**config.mk**
```make
export PLATFORM = sky130hd
export DESIGN_NAME = lbSwitch
export DESIGN_NICKNAME = d
export VERILOG_FILES = /design/src/rtl/lbs_pkg.sv /design/src/rtl/lbsSlotCtl.sv /design/src/rtl/lbsMidPort.sv /design/src/rtl/lbsFabric.sv /design/src/rtl/lbSwitch.sv
export SDC_FILE = /design/constraint.sdc
export NUM_CORES = 1
export LEC_CHECK = 0
export BUFFER_PORTS_ARGS = -buffer_cell sky130_fd_sc_hd__buf_4
export CAP_MARGIN = 10
export CORE_ASPECT_RATIO = 1.4
export CORE_MARGIN = 1
export CORE_UTILIZATION = 45
export DETAILED_ROUTE_END_ITERATION = 8
export PLACE_DENSITY = 0.57
export SYNTH_ARGS = -nofsm -noshare
export SYNTH_HDL_FRONTEND = slang
export SYNTH_SLANG_ARGS = --single-unit
```
**constraint.sdc**
```tcl
create_clock -name clk -period 5.38 [get_ports clk]
set_input_delay 0.538 -clock clk [delete_from_list [all_inputs] [get_ports clk]]
set_output_delay 0.538 -clock clk [all_outputs]
set_load 0.02 [all_outputs]
```
**src/rtl/lbs_pkg.sv**
```systemverilog
package lbs_pkg;
  // Strobes sent from the slot control to the datapath.
  typedef struct packed {
    logic live;  // low on the settling edge after reset
  } slotStrobe_t;
endpackage

```
**src/rtl/lbsSlotCtl.sv**
```systemverilog
module lbsSlotCtl #(
  parameter int N = 4,
  parameter int SW = 2
) (
  input  logic clk,
  input  logic rstN,
  output logic [SW-1:0] slot,
  output lbs_pkg::slotStrobe_t strobe
);
  logic live;

  always_ff @(posedge clk or negedge rstN) begin
    if (!rstN) begin
      live <= 1'b0;
      slot <= '0;
    end else begin
      live <= 1'b1;
      if (live) slot <= (slot == SW'(N - 1)) ? '0 : slot + 1'b1;
    end
  end

  assign strobe.live = live;
endmodule

```
**src/rtl/lbsMidPort.sv**
```systemverilog
module lbsMidPort #(
  parameter int N = 4,
  parameter int DW = 8,
  parameter int QD = 4,
  parameter int CW = 8,
  parameter int SW = 2
) (
  input  logic clk,
  input  logic rstN,
  input  logic live,
  input  logic pushValid,
  input  logic [SW-1:0] pushDest,
  input  logic [DW-1:0] pushData,
  input  logic [SW-1:0] popSel,
  output logic popValid,
  output logic [DW-1:0] popData,
  output logic [CW-1:0] dropCnt
);
  localparam int CNTW = $clog2(QD + 1);
  localparam int AW = (QD > 1) ? $clog2(QD) : 1;

  logic [CNTW-1:0] cnt [N];
  logic [DW-1:0] head [N];

  function automatic logic [AW-1:0] bump(input logic [AW-1:0] p);
    return (p == AW'(QD - 1)) ? '0 : p + 1'b1;
  endfunction

  for (genvar d = 0; d < N; d++) begin : g_voq
    logic [DW-1:0] mem [QD];
    logic [AW-1:0] wp, rp;
    logic [CNTW-1:0] occ;
    logic doPush, doPop;

    assign doPush = live && pushValid && (pushDest == SW'(d)) && (occ != CNTW'(QD));
    assign doPop = live && (popSel == SW'(d)) && (occ != '0);

    always_ff @(posedge clk or negedge rstN) begin
      if (!rstN) begin
        wp <= '0;
        rp <= '0;
        occ <= '0;
      end else begin
        if (doPush) wp <= bump(wp);
        if (doPop) rp <= bump(rp);
        if (doPush && !doPop) occ <= occ + 1'b1;
        else if (doPop && !doPush) occ <= occ - 1'b1;
      end
    end

    always_ff @(posedge clk) begin
      if (doPush) mem[wp] <= pushData;
    end

    assign cnt[d] = occ;
    assign head[d] = mem[rp];
  end

  always_ff @(posedge clk or negedge rstN) begin
    if (!rstN) dropCnt <= '0;
    else if (live && pushValid && (cnt[pushDest] == CNTW'(QD))) dropCnt <= dropCnt + 1'b1;
  end

  assign popValid = (cnt[popSel] != '0);
  assign popData = head[popSel];
endmodule

```
**src/rtl/lbsFabric.sv**
```systemverilog
module lbsFabric #(
  parameter int N = 4,
  parameter int DW = 8,
  parameter int QD = 4,
  parameter int CW = 8,
  parameter int SW = 2
) (
  input  logic clk,
  input  logic rstN,
  input  logic [SW-1:0] slot,
  input  lbs_pkg::slotStrobe_t strobe,
  input  logic [N-1:0] inValid,
  input  logic [N*SW-1:0] inDest,
  input  logic [N*DW-1:0] inData,
  output logic [N-1:0] outValid,
  output logic [N*DW-1:0] outData,
  output logic [N*CW-1:0] dropCount
);
  logic [N-1:0] popV;
  logic [N-1:0][DW-1:0] popD;

  for (genvar k = 0; k < N; k++) begin : g_mid
    logic [SW-1:0] srcSel, dstSel;

    always_comb begin
      srcSel = SW'((k + N - int'(slot)) % N);
      dstSel = SW'((k + int'(slot)) % N);
    end

    lbsMidPort #(.N(N), .DW(DW), .QD(QD), .CW(CW), .SW(SW)) u_mid (
      .clk(clk),
      .rstN(rstN),
      .live(strobe.live),
      .pushValid(inValid[srcSel]),
      .pushDest(inDest[srcSel*SW +: SW]),
      .pushData(inData[srcSel*DW +: DW]),
      .popSel(dstSel),
      .popValid(popV[k]),
      .popData(popD[k]),
      .dropCnt(dropCount[k*CW +: CW])
    );
  end

  for (genvar j = 0; j < N; j++) begin : g_out
    logic [SW-1:0] midSel;

    always_comb midSel = SW'((j + N - int'(slot)) % N);

    always_ff @(posedge clk or negedge rstN) begin
      if (!rstN) begin
        outValid[j] <= 1'b0;
        outData[j*DW +: DW] <= '0;
      end else if (strobe.live) begin
        outValid[j] <= popV[midSel];
        outData[j*DW +: DW] <= popD[midSel];
      end
    end
  end
endmodule

```
**src/rtl/lbSwitch.sv**
```systemverilog
module lbSwitch #(
  parameter int N = 4,
  parameter int DW = 8,
  parameter int QD = 4,
  parameter int CW = 8,
  localparam int SW = (N > 1) ? $clog2(N) : 1
) (
  input  logic clk,
  input  logic rstN,
  input  logic [N-1:0] inValid,
  input  logic [N*SW-1:0] inDest,
  input  logic [N*DW-1:0] inData,
  output logic [N-1:0] outValid,
  output logic [N*DW-1:0] outData,
  output logic [SW-1:0] slotIdx,
  output logic [N*CW-1:0] dropCount
);
  lbs_pkg::slotStrobe_t strobe;

  lbsSlotCtl #(.N(N), .SW(SW)) u_ctl (
    .clk(clk),
    .rstN(rstN),
    .slot(slotIdx),
    .strobe(strobe)
  );

  lbsFabric #(.N(N), .DW(DW), .QD(QD), .CW(CW), .SW(SW)) u_fab (
    .clk(clk),
    .rstN(rstN),
    .slot(slotIdx),
    .strobe(strobe),
    .inValid(inValid),
    .inDest(inDest),
    .inData(inData),
    .outValid(outValid),
    .outData(outData),
    .dropCount(dropCount)
  );
endmodule

```
# == Word level (Yosys, flattened, before mapping) ==
# Memories as Yosys holds them, arrays and structs flattened.
# Index checks and enable logic that the tools add are counted.
# word_totals
reg_bits,183
ramBits,512
input_bits,46
out_inout_bits,70
wordCells,595
mem_count,16
# mem_list
name,words,width,read_ports,rd_ports_with_merged_regs,write_ports,line,text
u_fab.g_mid[0].u_mid.g_voq[0].mem,4,8,1,0,1,lbsMidPort.sv:30,logic [DW-1:0] mem [QD];
u_fab.g_mid[0].u_mid.g_voq[1].mem,4,8,1,0,1,lbsMidPort.sv:30,
u_fab.g_mid[0].u_mid.g_voq[2].mem,4,8,1,0,1,lbsMidPort.sv:30,
u_fab.g_mid[0].u_mid.g_voq[3].mem,4,8,1,0,1,lbsMidPort.sv:30,
u_fab.g_mid[1].u_mid.g_voq[0].mem,4,8,1,0,1,lbsMidPort.sv:30,
u_fab.g_mid[1].u_mid.g_voq[1].mem,4,8,1,0,1,lbsMidPort.sv:30,
10 more memories,-,-,-,-,-,-,
# op_classes
n_addsub,76
n_lt_le_gt_ge,12
n_eq_ne,76
shift,8
mux,157
bitwise_logic,8
n_reduce_logical,180
# op_table
operator,count
3-bit 2-to-1 mux,48
8-bit binary-select mux with 2-bit select,8
32-bit by 6-bit variable part select with 8-bit output,4
1-bit logical AND,104
"2-bit equality test, second input constant",48
8-bit 2-to-1 mux,12
"2-bit by 1-bit adder with 2-bit output, second input constant",33
2-bit 2-to-1 mux,33
3-bit nonzero test,20
"3-bit by 1-bit adder with 3-bit output, second input constant",16
3-bit binary-select mux with 2-bit select,8
"3-bit inequality test, second input constant",16
"3-bit by 1-bit subtractor with 3-bit output, second input constant",16
1-bit 2-to-1 mux,40
"8-bit by 1-bit adder with 8-bit output, second input constant",4
1-bit logical NOT,32
2-bit nonzero test,16
8-bit by 4-bit variable part select with 2-bit output,4
"3-bit >= comparator, second input constant",8
2-bit inverter with 3-bit output,8
1-bit binary-select mux with 2-bit select,8
"2-bit by 1-bit equality test with 1-bit output, second input constant",8
2-bit logical NOT,8
"3-bit equality test, second input constant",4
5 further kinds,11

# == Logic depth before layout (Yosys ltp) ==
# depth
ltp_word,10
ltp_mapped,19
depth_no_buf,13

# == Modules after synthesis ==
# From an unflattened synthesis, not the netlist that was laid out.
# hier_totals
hier_cells,1747
hier_area_um2,31213.7
# by_module_without_submodules
module,instances,cells_each,area_per_inst_um2,seq_area_each_um2
lbsMidPort (u_fab.g_mid[2].u_mid ...),2,369,6935.4,4744.6
lbsMidPort (u_fab.g_mid[1].u_mid),1,401,7046.8,4744.6
lbsMidPort (u_fab.g_mid[0].u_mid),1,401,7019.2,4744.6
lbsFabric,1,199,3159.3,900.9
lbsSlotCtl,1,8,117.6,75.1

# == Least setup slack after synthesis ==
# OpenSTA, ideal clock, no wires.
# synth_timing
kind,register to register
from,register u_ctl.slot[1]
to,register u_fab.g_mid[0].u_mid.g_voq[2].occ[2]
setup_ns,0.079
arrival_time_ns,4.231
required_time_ns,5.301
setup_slack_ns,1.070
stages_incl_launch_ff,20
n_path_buf,6
synth_period_minus_slack_ns,4.310
path_cell_list,dfrtp_1 > clkbuf_1 > buf_2 > inv_1 > clkbuf_1 > buf_1 > ha_1 > buf_2 > mux2i_1 > o22ai_1 > nand2_1 > or3_1 > clkbuf_1 > inv_1 > ha_1 > inv_1 > fa_1 > xor2_1 > nor2_1 > xor2_1
# synth_between
elab_chain_len,9
word_cells_on_any_way,17
classes_between,add/sub: 1; eq/ne: 2; shift: 1; mux: 3; reduce/logical: 10
# synth_lines
element,line,text
start: declaration,lbsSlotCtl.sv:7,"output logic [SW-1:0] slot,"
start signal: assignment,lbsSlotCtl.sv:18,if (live) slot <= (slot == SW'(N - 1)) ? '0 : slot + 1'b1;
1-bit by 2-bit subtractor with 2-bit output *,lbsFabric.sv:26,srcSel = SW'((k + N - int'(slot)) % N);
"parallel branches: the longest is 3 deep, another holds 8-bit by 4-bit variable part select with 2-bit output",-,
1-bit logical AND * (2 in a row),lbsMidPort.sv:35,assign doPush = live && pushValid && (pushDest == SW'(d)) && (occ != CNTW'(QD));
via u_fab.g_mid[0].u_mid.g_voq[2].doPush,lbsMidPort.sv:33,"logic doPush, doPop;"
1-bit logical NOT,lbsMidPort.sv:47,else if (doPop && !doPush) occ <= occ - 1'b1;
1-bit logical AND,lbsMidPort.sv:47,
2-bit nonzero test (no source line),-,
end signal: assignment,lbsMidPort.sv:46,if (doPush && !doPop) occ <= occ + 1'b1;
end signal: assignment,lbsMidPort.sv:47,
end: declaration,lbsMidPort.sv:32,logic [CNTW-1:0] occ;
# Mark *: on every way through the listed nets, which the timed path passes. The select of a mux whose other input is x is not followed.
# A chain may end at the register's enable or synchronous reset.

# == Worst setup path in the final report ==
# layout_timing
from,register u_ctl.slot[0]
to,register u_fab.g_mid[3].u_mid.g_voq[1].occ[2]
# layout_between
elab_chain_len,9
word_cells_on_any_way,18
classes_between,add/sub: 2; eq/ne: 2; shift: 1; mux: 3; reduce/logical: 10
# layout_lines
element,line
2-bit subtractor *,lbsFabric.sv:26
"parallel branches: the longest is 3 deep, another holds 8-bit by 4-bit variable part select with 2-bit output",-
1-bit logical AND * (2 in a row),lbsMidPort.sv:35
via u_fab.g_mid[3].u_mid.g_voq[1].doPush,lbsMidPort.sv:33
1-bit logical NOT,lbsMidPort.sv:47
1-bit logical AND,lbsMidPort.sv:47
2-bit nonzero test (no source line),-
end signal: assignment,lbsMidPort.sv:46
end signal: assignment,lbsMidPort.sv:47
end: declaration,lbsMidPort.sv:32
# Marked as above.

==> results.json <==
{
  "status": "finished with violations",
  "failed_checks": "negative hold slack",
  "htree_levels": 3,
  "setup.worst_path.start_class": "flip-flop",
  "worstPathRequired_ns": 5.90,
  "numCtsBuffers": 70,
  "placed_area_um2": 32500,
  "vias_per_cell": 5.73,
  "clkLatencyLatePin_ns": 0.61,
  "drtPass1Iterations": 5,
  "cts_tree": "yes",
  "timing.final.ws_setup_ns": 1.20,
  "max_cap_violations": 0,
  "yosysMostFrequentCell": "edfxtp_1",
  "hp-class": "input pin to async pin",
  "cp.arrival_ns": 4.70,
  "cts.sinks": 695,
  "netlist_top_cells_area": "edfxtp_1 50%, dfrtp_1 15%, mux4_2 12%",
  "die_area_um2": 69400,
  "rsz0062_at_grt": "false",
  "hold_buffers": 0,
  "area_delta_synth_final_pct": 12.9,
  "cts.clk_slew.worst_paths_ns": 0.06,
  "fmax_mhz": 239,
  "synth_area_um2": 30700,
  "synth_cell_types": 54,
  "routed_wl_um": 75200,
  "r2r_start": "u_ctl.slot[0]",
  "fin_area_um2": 34700,
  "slew_viol_final": 0,
  "worstSetupStartpoint": "u_ctl.slot[0]",
  "ir_drop_uv": 281,
  "pre_cts_ws_ns": 1.24,
  "critPathKind": "flip-flop to flip-flop",
  "ios": 116,
  "synth_area_per_cell_um2": 16.9,
  "die_w_um": 223,
  "drtIter0Drc": 1293,
  "port_buffers": 115,
  "whs_ns": -0.0282,
  "track_usage": 0.221,
  "leakagePower_nw": 12.7,
  "maxSlewHeadroom": 0.232,
  "drc": 0,
  "drive_gt1_frac": 0.250,
  "tightest_slew_ns": 1.14,
  "synthArstFlopShare": 0.263,
  "cts-root-buf": "clkbuf_16",
  "powerDensity_nw_per_um2": 594,
  "coreArea_um2": 67700,
  "grt_overflow": 0,
  "yosysWarnings": 0,
  "tns_ns": 0,
  "synth_top_area_cell": "edfxtp_1",
  "fin_crit_ns": 4.18,
  "setup_viol": 0,
  "synth_common_cells": "512 x edfxtp_1, 183 x dfrtp_1, 168 x mux4_2",
  "synth_edf_count": 512,
  "gp_congestion": 0.828,
  "fp.dieH_um": 311,
  "cts_max_path_buffers": 3,
  "netlist.area_leader.share": 0.500,
  "post_cts_resized": 0,
  "ys.flop_type": "edfxtp_1",
  "initial_core_util": 0.454,
  "antenna_found_initial": 2,
  "endpoint_kind": "flip-flop",
  "hpwlAfterDp_um": 53400,
  "ys_seq_area_frac": 0.649,
  "fin_nets": 2103,
  "postSynthCellCount": 1822,
  "ys_seq_elements": 695,
  "postRouteAntennaNets": 0,
  "skew_ns": 0.0201,
  "syn-num-nets": 1988,
  "hold_violations": 2,
  "vias": 16300,
  "post-route-period-util": 0.777,
  "postCtsSetupBuffers": 0,
  "routedWlPerCell_um": 26.4,
  "row_count": 113,
  "grt_pass1_vias": 16600,
  "grt_first_pass_wirelength_um": 111000,
  "grt_max_degree": 101,
  "antenna_cells": 0,
  "cp_max_fo": 77
}
[metal layers]
metal  routed length [um]  track usage
met3                 4170       0.0374
met5                    0            0
met4                 2180       0.0727
met2                38000        0.377
met1                30900        0.288
[area by class of cell]
type | instances | area [um2]
Clock buffer | 88 | 1910
Clock inverter | 38 | 324
Fill cell | 5542 | 33000
Inverter | 87 | 327
Multi-Input combinational cell | 957 | 10100
Sequential cell | 695 | 20000
Tap cell | 862 | 1080
Timing Repair Buffer | 126 | 965
[per-stage QoR]
step	cells	hold WS, ns	util	power, W
after global placement	2727	0.466	0.479	0.0158
after detailed placement	2727	0.471	0.479	0.0160
after floorplan	1822	0.242	-	0.0130
final	2853	-0.0282	0.513	0.0206
after CTS	2853	0.00103	0.513	0.0209
after global routing	2853	0.0372	0.513	0.0216
[registers in the layout, summed over array words and instances (netlist names)]
register,cells
u_fab.outData,32
u_fab.g_mid.u_mid.g_voq.mem,512
u_ctl.slot,2
u_fab.outValid,4
u_fab.g_mid.u_mid.g_voq.wp,32
u_ctl.strobe,1
u_fab.g_mid.u_mid.g_voq.occ,48
u_fab.g_mid.u_mid.dropCnt,32
u_fab.g_mid.u_mid.g_voq.rp,32
[layout by cell type, fill, tap and decap left out, types with 13 or more instances in the layout]
cell | Yosys | final
mux2i_1 | 44 | 44
clkinv_2 | 0 | 15
nor2_1 | 73 | 73
a21oi_1 | 34 | 34
mux4_2 | 168 | 168
a21o_1 | 16 | 16
buf_4 | 0 | 124
nor3_1 | 28 | 28
nand2_1 | 76 | 76
xnor2_1 | 35 | 35
inv_1 | 86 | 85
xor2_1 | 41 | 41
edfxtp_1 | 512 | 512
ha_1 | 104 | 103
dfrtp_1 | 183 | 180
mux2_2 | 84 | 84
nand2b_1 | 13 | 13
o21ai_0 | 29 | 29
clkbuf_16 | 0 | 73
and2_1 | 46 | 46
fa_1 | 16 | 16
[worst paths after layout]
check                                                       end  slack (ns)  cells after the start
setup reg to reg           u_fab.g_mid[3].u_mid.g_voq[1].occ[2]        1.20                     10
hold / removal              u_fab.g_mid[2].u_mid.g_voq[2].wp[1]       -0.03                      1
setup / recovery           u_fab.g_mid[3].u_mid.g_voq[1].occ[2]        1.20                     10
min in group clk                u_fab.g_mid[3].u_mid.dropCnt[7]        0.48                      1
max in group asynchronous                         u_ctl.slot[0]        4.31                      2
hold reg to reg                 u_fab.g_mid[3].u_mid.dropCnt[7]        0.48                      1
[power by group]
part | total (W) | internal (W) | switching [W]
sequential | 0.00861 | 0.00736 | 0.00125
clock | 0.00480 | 0.00277 | 0.00203
combinational | 0.00721 | 0.00297 | 0.00423
total | 0.0206 | 0.0131 | 0.00751
[kinds of logic (layout without fill, tap and decap cells)]
logic type	Yosys count	after routing	share of synthesized area
AO/OA/AOI/OAI	147	147	0.0329
XOR/XNOR	76	76	0.0217
adder cells (fa/ha/maj)	120	120	0.0527
buffers and inverters	170	339	0.0214
flip-flops	695	695	0.649
multiplexers	301	301	0.170
other	1	1	0.000122
AND/OR/NAND/NOR	312	312	0.0520
[critical path, cell delays in order (launching register included)]
cell and delay (ns):
dfrtp_4 0.58, buf_4 0.83, mux4_2 0.66, nand2b_1 0.21, nor3b_2 0.53, ha_1 0.28
inv_1 0.07, fa_1 0.44, xor2_1 0.17, nor2_1 0.11, xor2_1 0.16
No activity file was read; power rests on OpenSTA's default activity.
